[config.mk]
export PLATFORM = sky130hd
export DESIGN_NAME = pt_walker
export DESIGN_NICKNAME = d
export VERILOG_FILES = /design/src/rtl/pt_walker.sv
export SDC_FILE = /design/constraint.sdc
export NUM_CORES = 1
export LEC_CHECK = 0
export BUFFER_PORTS_ARGS = -buffer_cell sky130_fd_sc_hd__buf_4
export CAP_MARGIN = 20
export CORE_ASPECT_RATIO = 2
export CORE_MARGIN = 10
export CORE_UTILIZATION = 35
export DETAILED_ROUTE_END_ITERATION = 12
export SKIP_LAST_GASP = 1
export SLEW_MARGIN = 5
export SYNTH_ARGS = -nofsm -noshare
export SYNTH_HDL_FRONTEND = slang
export SYNTH_SLANG_ARGS = --single-unit
[constraint.sdc]
create_clock -name clk -period 6.8 [get_ports clk]
set_clock_uncertainty 0.15 [all_clocks]
set_input_delay 0.34 -clock clk [delete_from_list [all_inputs] [get_ports clk]]
set_output_delay 0.34 -clock clk [all_outputs]
set_load 0.01 [all_outputs]
[src/rtl/pt_walker.sv]
module pt_walker #(
  parameter int VA_W = 32,
  parameter int PA_W = 32,
  parameter int ENTRY_BYTES = 8,
  localparam int OFF_W = 12,
  localparam int VPN_W = VA_W - OFF_W,
  localparam int PFN_W = PA_W - OFF_W,
  localparam int DATA_W = ENTRY_BYTES * 8
)(
  input  logic              clk,
  input  logic              rst_n,
  input  logic              req_valid,
  input  logic [VA_W-1:0]   req_vaddr,
  input  logic [PA_W-1:0]   req_base,
  output logic              busy,
  output logic              mem_req_valid,
  output logic [PA_W-1:0]   mem_req_addr,
  input  logic              mem_rsp_valid,
  input  logic [DATA_W-1:0] mem_rsp_data,
  output logic              resp_valid,
  output logic              resp_fault,
  output logic [PA_W-1:0]   resp_paddr,
  output logic              fill_valid,
  output logic [VPN_W-1:0]  fill_vpn,
  output logic [PFN_W-1:0]  fill_pfn,
  output logic [2:0]        fill_perm
);
  typedef enum logic [1:0] {S_IDLE, S_READ, S_RESP} state_t;

  state_t            state;
  logic              sent;
  logic [VA_W-1:0]   va_q;
  logic [PA_W-1:0]   base_q;
  logic              ok_q;
  logic [2:0]        perm_q;
  logic [PFN_W-1:0]  pfn_q;
  logic [VPN_W-1:0]  vpn;

  assign vpn = va_q[VA_W-1:OFF_W];

  always_ff @(posedge clk or negedge rst_n) begin
    if (!rst_n) begin
      state  <= S_IDLE;
      sent   <= 1'b0;
      va_q   <= '0;
      base_q <= '0;
      ok_q   <= 1'b0;
      perm_q <= '0;
      pfn_q  <= '0;
    end else begin
      unique case (state)
        S_IDLE: if (req_valid) begin
          va_q   <= req_vaddr;
          base_q <= req_base;
          sent   <= 1'b0;
          state  <= S_READ;
        end
        S_READ: begin
          sent <= 1'b1;
          if (mem_rsp_valid) begin
            ok_q   <= mem_rsp_data[0];
            perm_q <= mem_rsp_data[3:1];
            pfn_q  <= mem_rsp_data[OFF_W +: PFN_W];
            state  <= S_RESP;
          end
        end
        S_RESP: state <= S_IDLE;
        default: state <= S_IDLE;
      endcase
    end
  end

  assign busy          = state != S_IDLE;
  assign mem_req_valid = state == S_READ && !sent;
  assign mem_req_addr  = base_q + PA_W'(vpn) * PA_W'(ENTRY_BYTES);
  assign resp_valid    = state == S_RESP;
  assign resp_fault    = resp_valid && !ok_q;
  assign fill_valid    = resp_valid && ok_q;
  assign resp_paddr    = fill_valid ? {pfn_q, va_q[OFF_W-1:0]} : '0;
  assign fill_vpn      = vpn;
  assign fill_pfn      = pfn_q;
  assign fill_perm     = perm_q;
endmodule

Word-level counts from Yosys, hierarchy flattened
Cells that the tools add are included.
{"block": "classes", "add_sub_neg": 1, "multipliers": 0, "div_mod_pow": 0, "n_lt_le_gt_ge": 0, "n_eq_ne": 4, "n_shift": 0, "n_mux": 6, "bitwise": 0, "n_reduce_logical": 12}
{"op": "$add A32 B23 Y32", "count": 1}
{"op": "$mux W32", "count": 1}
{"op": "$reduce_and A2 Y1", "count": 4}
{"op": "$mux W2", "count": 2}
{"op": "$ne A2 B2 Y1 const B", "count": 2}
{"op": "$pmux W2 S2", "count": 1}
{"op": "$reduce_bool A2 Y1", "count": 2}
{"op": "$logic_and A1 B1 Y1", "count": 3}
{"op": "$eq A2 B1 Y1 const B", "count": 1}
{"op": "$eq A2 B2 Y1 const B", "count": 1}
{"op": "$logic_not A1 Y1", "count": 2}
{"op": "$logic_not A2 Y1", "count": 1}
{"op": "$pmux W1 S2", "count": 1}
{"op": "$mux W1", "count": 1}
{"block": "word_totals", "register_bits": 91, "latchBits": 0, "mem_bits_rw": 0, "mem_bits_ro": 0, "in_bits": 132, "elab_cells": 30, "memories": 0}

Depth between registers and ports, before layout
Gate-level depths: netlist of the first run.
{"block": "logic_depth", "word_depth": 3, "depth_mapped": 8, "ltp_nobuf": 8}

Worst setup path after synthesis of the first run
OpenSTA, ideal clock, no wires.
{"block": "synth_timing", "kind": "register to output", "startpoint": "reg va_q[12]", "endpoint": "out mem_req_addr[29]", "arrival_time_ns": 2.238, "required_ns": 6.310, "setup_slack_ns": 4.072, "stages_incl_launch_ff": 9, "path_cell_list": "dfrtp_1 ha_1 fa_1 a211oi_1 o211ai_1 a221oi_2 a211oi_1 o21ai_2 xnor2_1"}
{"block": "synth_between", "elab_chain_len": 1}
{"element": "from (decl)", "line": "32", "source": "logic [VA_W-1:0] va_q;"}
{"element": "from (signal assigned)", "line": "53", "source": "va_q <= req_vaddr;"}
{"element": "$add A32 B23 Y32", "line": "75", "source": "assign mem_req_addr = base_q + PA_W'(vpn) * PA_W'(ENTRY_BYTES);"}
{"element": "to (decl)", "line": "17", "source": "output logic [PA_W-1:0] mem_req_addr,"}
No other way between the ends.

Worst setup path in the final report of the first run
Ends and elaborated chain as after synthesis.

==> metrics.md, run 1 <==
| Metric | Value |
|---|---|
| Nets | `approximately 800` |
| Crit. End Element | `output port` |
| Fmax | `0.272 GHz` |
| Worst R2R Setup Slack | `around 4.3 ns` |
| Crit path kind | `flop to output port` |
| Commonest non-fill, non-tap cell in the layout | `buf_4` |
| Gpl congestion | `~0.83` |
| H-Tree Depth | `3` |
| # diodes | `0` |
| Met1 GRT Util | `0.151` |
| Most used routing layer | `met2` |
| DIE WIDTH | `~100 µm` |
| Worst path cell trace | `ha_1, fa_1, a211oi_1, o211ai_1, a221oi_2, a211oi_1, o21ai_2, xnor2_1, buf_4` |
| Hold Path End | `fill_pfn[3]` |
| Mapped Area | `5020 µm²` |
| RR Startpoint | `state[1]` |
| Worst-Margin Slew | `around 0.92 ns` |
| Final Max Tran Viols | `0` |
| #FFs+latches synth | `between 90 and 100` |
| Synth Flop Type | `dfrtp_1` |
| Row count | `just over 60` |
| Post-synth EDFFs | `0` |
| Initial Util | `0.359` |
| Initial antenna violation count | `0` |
| Vias per cell | `4.94` |
| Startpoint Class | `flop` |
| VDD IR max | `0.141 mV` |
| Clock Sinks | `between 90 and 100` |
| Fillers | `between 1k and 1.5k` |
| Yosys warns | `0` |
| RSZ-0062 raised after global routing | `no` |
| Seq. cell area | `2280 µm²` |
| CTS clock-pin slew for the worst setup and hold paths | `0.08 ns` |
| Overall Global Routing Usage | `0.156` |
| Total core area | `14,000 µm²` |
| Syn-to-layout area delta | `36.8%` |
| Pre-antenna DRT Iters | `4` |
| Arr. time, crit path | `about 3.2 ns` |
| Power Density | `412 nW/µm²` |
| Final Cycle Share | `0.541` |
| DIE HEIGHT | `189 µm` |
| Residual DRC | `0` |
| GRT overflow | `0` |
| Inserted Clock Buffers | `9` |
| Vias in the first global route | `a little under 5k` |
| CTS tree | `yes` |
| Worst hold path startpoint | `mem_rsp_data[15]` |
| Minimum clock period | `about 3.7 ns` |
| Vias | `4,216` |
| Final ANT Viol Nets | `0` |
| Setup TNS | `0 ns` |
| Hold path cells | `3` |
| Slew margin rel. | `0.390` |
| Clock root cell | `clkbuf_16` |
| Dpl hpwl | `12.6 mm` |
| CP most frequent cell | `a211oi_1` |
| Final setup vio count | `0` |
| Clock Path Buffers | `2` |
| Initial DRC Count | `96` |
| Mapped Cells | `between 400 and 500` |
| Distinct cells, synth | `44` |
| Post-synth ARST share | `1.00` |
| Boundary Pins | `about 240` |
| Largest delay share family, worst path | `compound AO/OA/AOI/OAI gates` |
| WL/cell | `approximately 18 µm` |
| Leakage | `0.00346 µW` |
| First-pass GRT wire length | `25.2 mm` |
| CTS resizes | `0` |
| Met3 Resource Use GR | `0.0704` |
| Worst path slowest cell | `a221oi_2` |
| Share of post-route cells with drive strength above 1 | `0.429` |
| Largest net degree at the start of global routing | `57` |
| Max Cap Viol | `0` |
| Die area | `19,800 µm²` |
| Hold_ws | `0.0281 ns` |
| CP Buf/Inv Count | `1` |
| Final Hold Fails | `0` |
| Met2 Usage GRT | `0.286` |
| Hold WC Path Type | `primary input to flop` |
| Critical Path RT | `between 6 and 7 ns` |
| Largest stage delay on the critical path | `approximately 0.5 ns` |
| # port buffers | `about 200` |
| Register-to-Register Path Depth | `4` |
| Routed wire length | `approximately 16 mm` |
| Crit-path max FO | `4` |
| Sequential element share of the synthesized area | `0.454` |
| Multi-input gate area | `around 2500 µm²` |
| Worst-skew pair later-pin latency | `roughly 0.35 ns` |
| Most frequent cells in the layout | `206 x buf_4, 92 x nand2_1, 91 x dfrtp_1` |
| FF-to-FF End | `va_q[26]` |
| Average size of a mapped cell | `10.3 µm²` |
| Outcome | `finished clean` |
| Syn Nets | `roughly 640` |
## metrics by stage
step           instance area, µm²  std cells  setup WS (ns)   util  total power, µW
2_1_floorplan                5020        485           4.07      -             1700
3_3_place_gp                 6550        837           3.55  0.469             2330
3_5_place_dp                 6550        837           3.53  0.469             2350
4_1_cts                      6870        854           3.14  0.492             2870
5_1_grt                      6870        854           2.92  0.492             3030
6_report                     6870        854           3.12  0.492             2830
## metal layers
metal | share of wire | up-vias
met5 | 0 | -
met4 | 0.023 | 0
met1 | 0.35 | 1998
li1 | - | 2024
met3 | 0.095 | 19
met2 | 0.53 | 175
## worst max path at each step
stage	from	to	slack, ns	cells past startpoint
2_1_floorplan	va_q[12]	mem_req_addr[29]	4.07	8
3_3_place_gp	va_q[12]	mem_req_addr[31]	3.55	9
3_5_place_dp	va_q[12]	mem_req_addr[31]	3.53	9
4_1_cts	va_q[12]	mem_req_addr[31]	3.14	9
5_1_grt	va_q[12]	mem_req_addr[29]	2.92	9
6_report	va_q[12]	mem_req_addr[29]	3.12	9
## cell type report
cell class	instances	share of cell area
clock buffers	10	0.0348
clock inverters	6	0.00947
inverters	5	0.00273
multi-input cells	346	0.360
flip-flops and latches	91	0.332
well taps	189	0.0344
repair buffers	207	0.227
## logic make-up (layout without fill, tap and decap cells)
group	count (synthesis)	in the layout	share of synthesized area
and+or+nand+nor	171	171	0.162
DFF	91	91	0.454
muxes	65	65	0.146
AOI/OAI and AO/OA	63	63	0.0853
buffers and inverters	48	228	0.0546
xor gates and xnor gates	26	26	0.0454
adders and majority gates	21	21	0.0539
## timing repair
item / CTS / global route
buffers inserted: 0 / 0
endpoints found under the setup margin: 0 / 0
hold buffers: 1 / 0
endpoints found under the hold margin: 35 / 0
## sequential cells by signal, summed over array words and instances (netlist names)
register	count
fill_perm	3
fill_pfn	20
ok_q	1
base_q	32
sent	1
state	2
va_q	32
## cell usage after synthesis (5+ instances only)
cell | number | area (µm²)
a21o_1 | 7 | 52.6
a21oi_1 | 18 | 90.1
a31oi_1 | 5 | 31.3
and3_1 | 35 | 219
buf_2 | 6 | 30.0
buf_4 | 23 | 173
clkbuf_1 | 14 | 52.6
dfrtp_1 | 91 | 2280
ha_1 | 20 | 250
mux2_1 | 10 | 113
mux2_2 | 54 | 608
nand2_1 | 92 | 345
nand3_1 | 8 | 40.0
nor2_1 | 13 | 48.8
o21ai_0 | 5 | 25.0
xnor2_1 | 17 | 149
xor2_1 | 9 | 78.8
## worst reg2reg max path: cells and delay by family, from the launching register on
family	cells	cell delay, ns
mux	1	0.42
buf+inv	1	0.55
flops	1	0.41
simple gates	2	0.89
## report_power, final
part	total [µW]	switching [µW]	leakage [µW]	internal, µW
logic	1490	760	0.00223	728
registers	830	134	0.00108	696
clock network	512	242	0.000150	270
Power figures use the tool's default switching activity.
==> run 2: changes to the inputs <==
==> constraint.sdc (replaced) <==
create_clock -name clk -period 3.8 [get_ports clk]
set_clock_uncertainty 0.15 [all_clocks]
set_input_delay 0.19 -clock clk [delete_from_list [all_inputs] [get_ports clk]]
set_output_delay 0.19 -clock clk [all_outputs]
set_load 0.01 [all_outputs]
==> metrics.md, run 2 (synthesis results as in run 1) <==
| Metric | Value |
|---|---|
| Outcome | `finished clean (unchanged)` |
| Final setup vio count | `0 (unchanged)` |
| GRT overflow | `0 (unchanged)` |
| Clock Path Buffers | `2 (unchanged)` |
| Crit. End Element | `output port (unchanged)` |
| Leakage | `0.00385 µW (was 0.00346 µW)` |
| DIE HEIGHT | `189 µm (unchanged)` |
| Syn-to-layout area delta | `55.0% (was 36.8%)` |
| Inserted Clock Buffers | `9 (unchanged)` |
| CTS tree | `yes (unchanged)` |
| Pre-antenna DRT Iters | `4 (unchanged)` |
| Final ANT Viol Nets | `0 (unchanged)` |
| RSZ-0062 raised after global routing | `no (unchanged)` |
| Critical Path RT | `3.46 ns (was 6.31 ns)` |
| Gpl congestion | `0.837 (was 0.831)` |
| Total core area | `14,000 µm² (unchanged)` |
| H-Tree Depth | `3 (unchanged)` |
| Vias per cell | `4.88 (was 4.94)` |
| Vias | `4,612 (was 4,216)` |
| # port buffers | `203 (unchanged)` |
| Initial antenna violation count | `1 (was 0)` |
| Pwr Total | `5190 µW (was 2830 µW)` |
| DIE WIDTH | `105 µm (unchanged)` |
| Clock root cell | `clkbuf_16 (unchanged)` |
| Crit path kind | `flop to output port (unchanged)` |
| Die area | `19,800 µm² (unchanged)` |
| Commonest non-fill, non-tap cell in the layout | `buf_4 (unchanged)` |
| Crit-path max FO | `4 (unchanged)` |
| Arr. time, crit path | `3.17 ns (was 3.19 ns)` |
| VDD IR max | `0.292 mV (was 0.141 mV)` |
| Most frequent cells in the layout | `208 x buf_4, 92 x nand2_1, 91 x dfrtp_1 (was 206 x buf_4, 92 x nand2_1, 91 x dfrtp_1)` |
| Setup TNS | `0 ns (unchanged)` |
| Nets | `904 (was 813)` |
| Final Cycle Share | `0.923` |
| CTS resizes | `0 (unchanged)` |
| Startpoint Class | `flop (unchanged)` |
| Power Density | `667 nW/µm² (was 412 nW/µm²)` |
| Worst-skew pair later-pin latency | `0.34 ns (was 0.35 ns)` |
| CTS clock-pin slew for the worst setup and hold paths | `0.07 ns (was 0.08 ns)` |
| Share of post-route cells with drive strength above 1 | `0.380 (was 0.429)` |
| Worst-Margin Slew | `0.965 ns (was 0.915 ns)` |
| Slew margin rel. | `0.357 (was 0.390)` |
| Dpl hpwl | `12.6 mm (about the same)` |
| Initial DRC Count | `59 (was 96)` |
| Minimum clock period | `about 3.5 ns` |
| WL/cell | `17.6 µm (was 18.4 µm)` |
| Boundary Pins | `244 (unchanged)` |
| Hold Buf Count CTS | `90 (was 1)` |
| Largest net degree at the start of global routing | `67 (was 57)` |
| Residual DRC | `0 (unchanged)` |
| Final Max Tran Viols | `0 (unchanged)` |
| Initial Util | `0.359 (unchanged)` |
| Hold path cells | `4 (was 3)` |
| Hold WC Path Type | `primary input to flop (unchanged)` |
| Final Hold Fails | `0 (unchanged)` |
| Max Cap Viol | `0 (unchanged)` |
| Vias in the first global route | `5,196 (was 4,816)` |
| Row count | `61 (unchanged)` |
| First-pass GRT wire length | `26.5 mm (was 25.2 mm)` |
| Clock Sinks | `91 (unchanged)` |
| Register-to-Register Path Depth | `6 (was 4)` |
| Post-CTS setup buffer count | `0 (unchanged)` |
| Overall Global Routing Usage | `0.165 (was 0.156)` |
| Fmax | `approximately 0.29 GHz` |
| Routed wire length | `16.6 mm (was 15.7 mm)` |
## run 2: cell count changes in the layout (fill, tap and decap cells not counted), sizes merged
cell	delta
buf	+2
inv	-1
diode	+1
bufinv	+1
dlygate4sd3	+89
## run 2: power breakdown
part           switching, µW  internal (µW)  leakage (µW)
Combinational           1390           1370       0.00261
Sequential               246           1250       0.00108
Clock                    404            535      0.000154
## run 2: layout make-up
class	instances	area, µm²
diodes	1	2.50
clock buffers	10	239
clock inverters	6	70.1
fillers	1167	6190
inverters	5	18.8
multi-input cells	346	2470
flip-flops and latches	91	2280
well taps	189	236
repair buffers	298	2460
## run 2: layer usage
metal | global-route usage | vias up | wire length [µm]
li1 | - | 2210 | -
met1 | 0.163 | 2214 | 5970
met2 | 0.304 | 165 | 8970
met3 | 0.0565 | 23 | 1270
met4 | 0.0674 | 0 | 436
met5 | 0 | - | 0
## run 2: path summary, 6_finish.rpt
check                               from  slack [ns]               end
min in group asynchronous          rst_n        0.34      fill_pfn[13]
setup reg to reg                state[1]        1.90       fill_pfn[0]
max in group asynchronous          rst_n        2.28        base_q[16]
setup / recovery                va_q[12]        0.29  mem_req_addr[25]
hold / removal             mem_rsp_valid        0.02          state[0]
hold reg to reg                 state[1]        0.33          state[0]
## run 2: per-stage QoR
| stage | hold slack (ns) | cell area, µm² | utilization | worst slack [ns] | cells |
|---|---|---|---|---|---|
| CTS | 0.00357 | 7780 | 0.557 | 0.324 | 945 |
| finish | 0.0233 | 7780 | 0.557 | 0.291 | 946 |
| detailed placement | 0.223 | 6570 | 0.470 | 0.713 | 839 |
| global placement | 0.204 | 6570 | 0.470 | 0.745 | 839 |
| global route | 0.0368 | 7780 | 0.557 | 0.181 | 946 |
| floorplan | -0.256 | 5020 | - | 1.22 | 485 |
## run 2: critical path, cell delays in order, from the launching register on
cell      delay, ns
dfrtp_1        0.40
ha_1           0.25
fa_1           0.44
a211oi_1       0.33
o211ai_1       0.25
a221oi_2       0.50
a211oi_1       0.21
o31a_1         0.30
buf_4          0.15
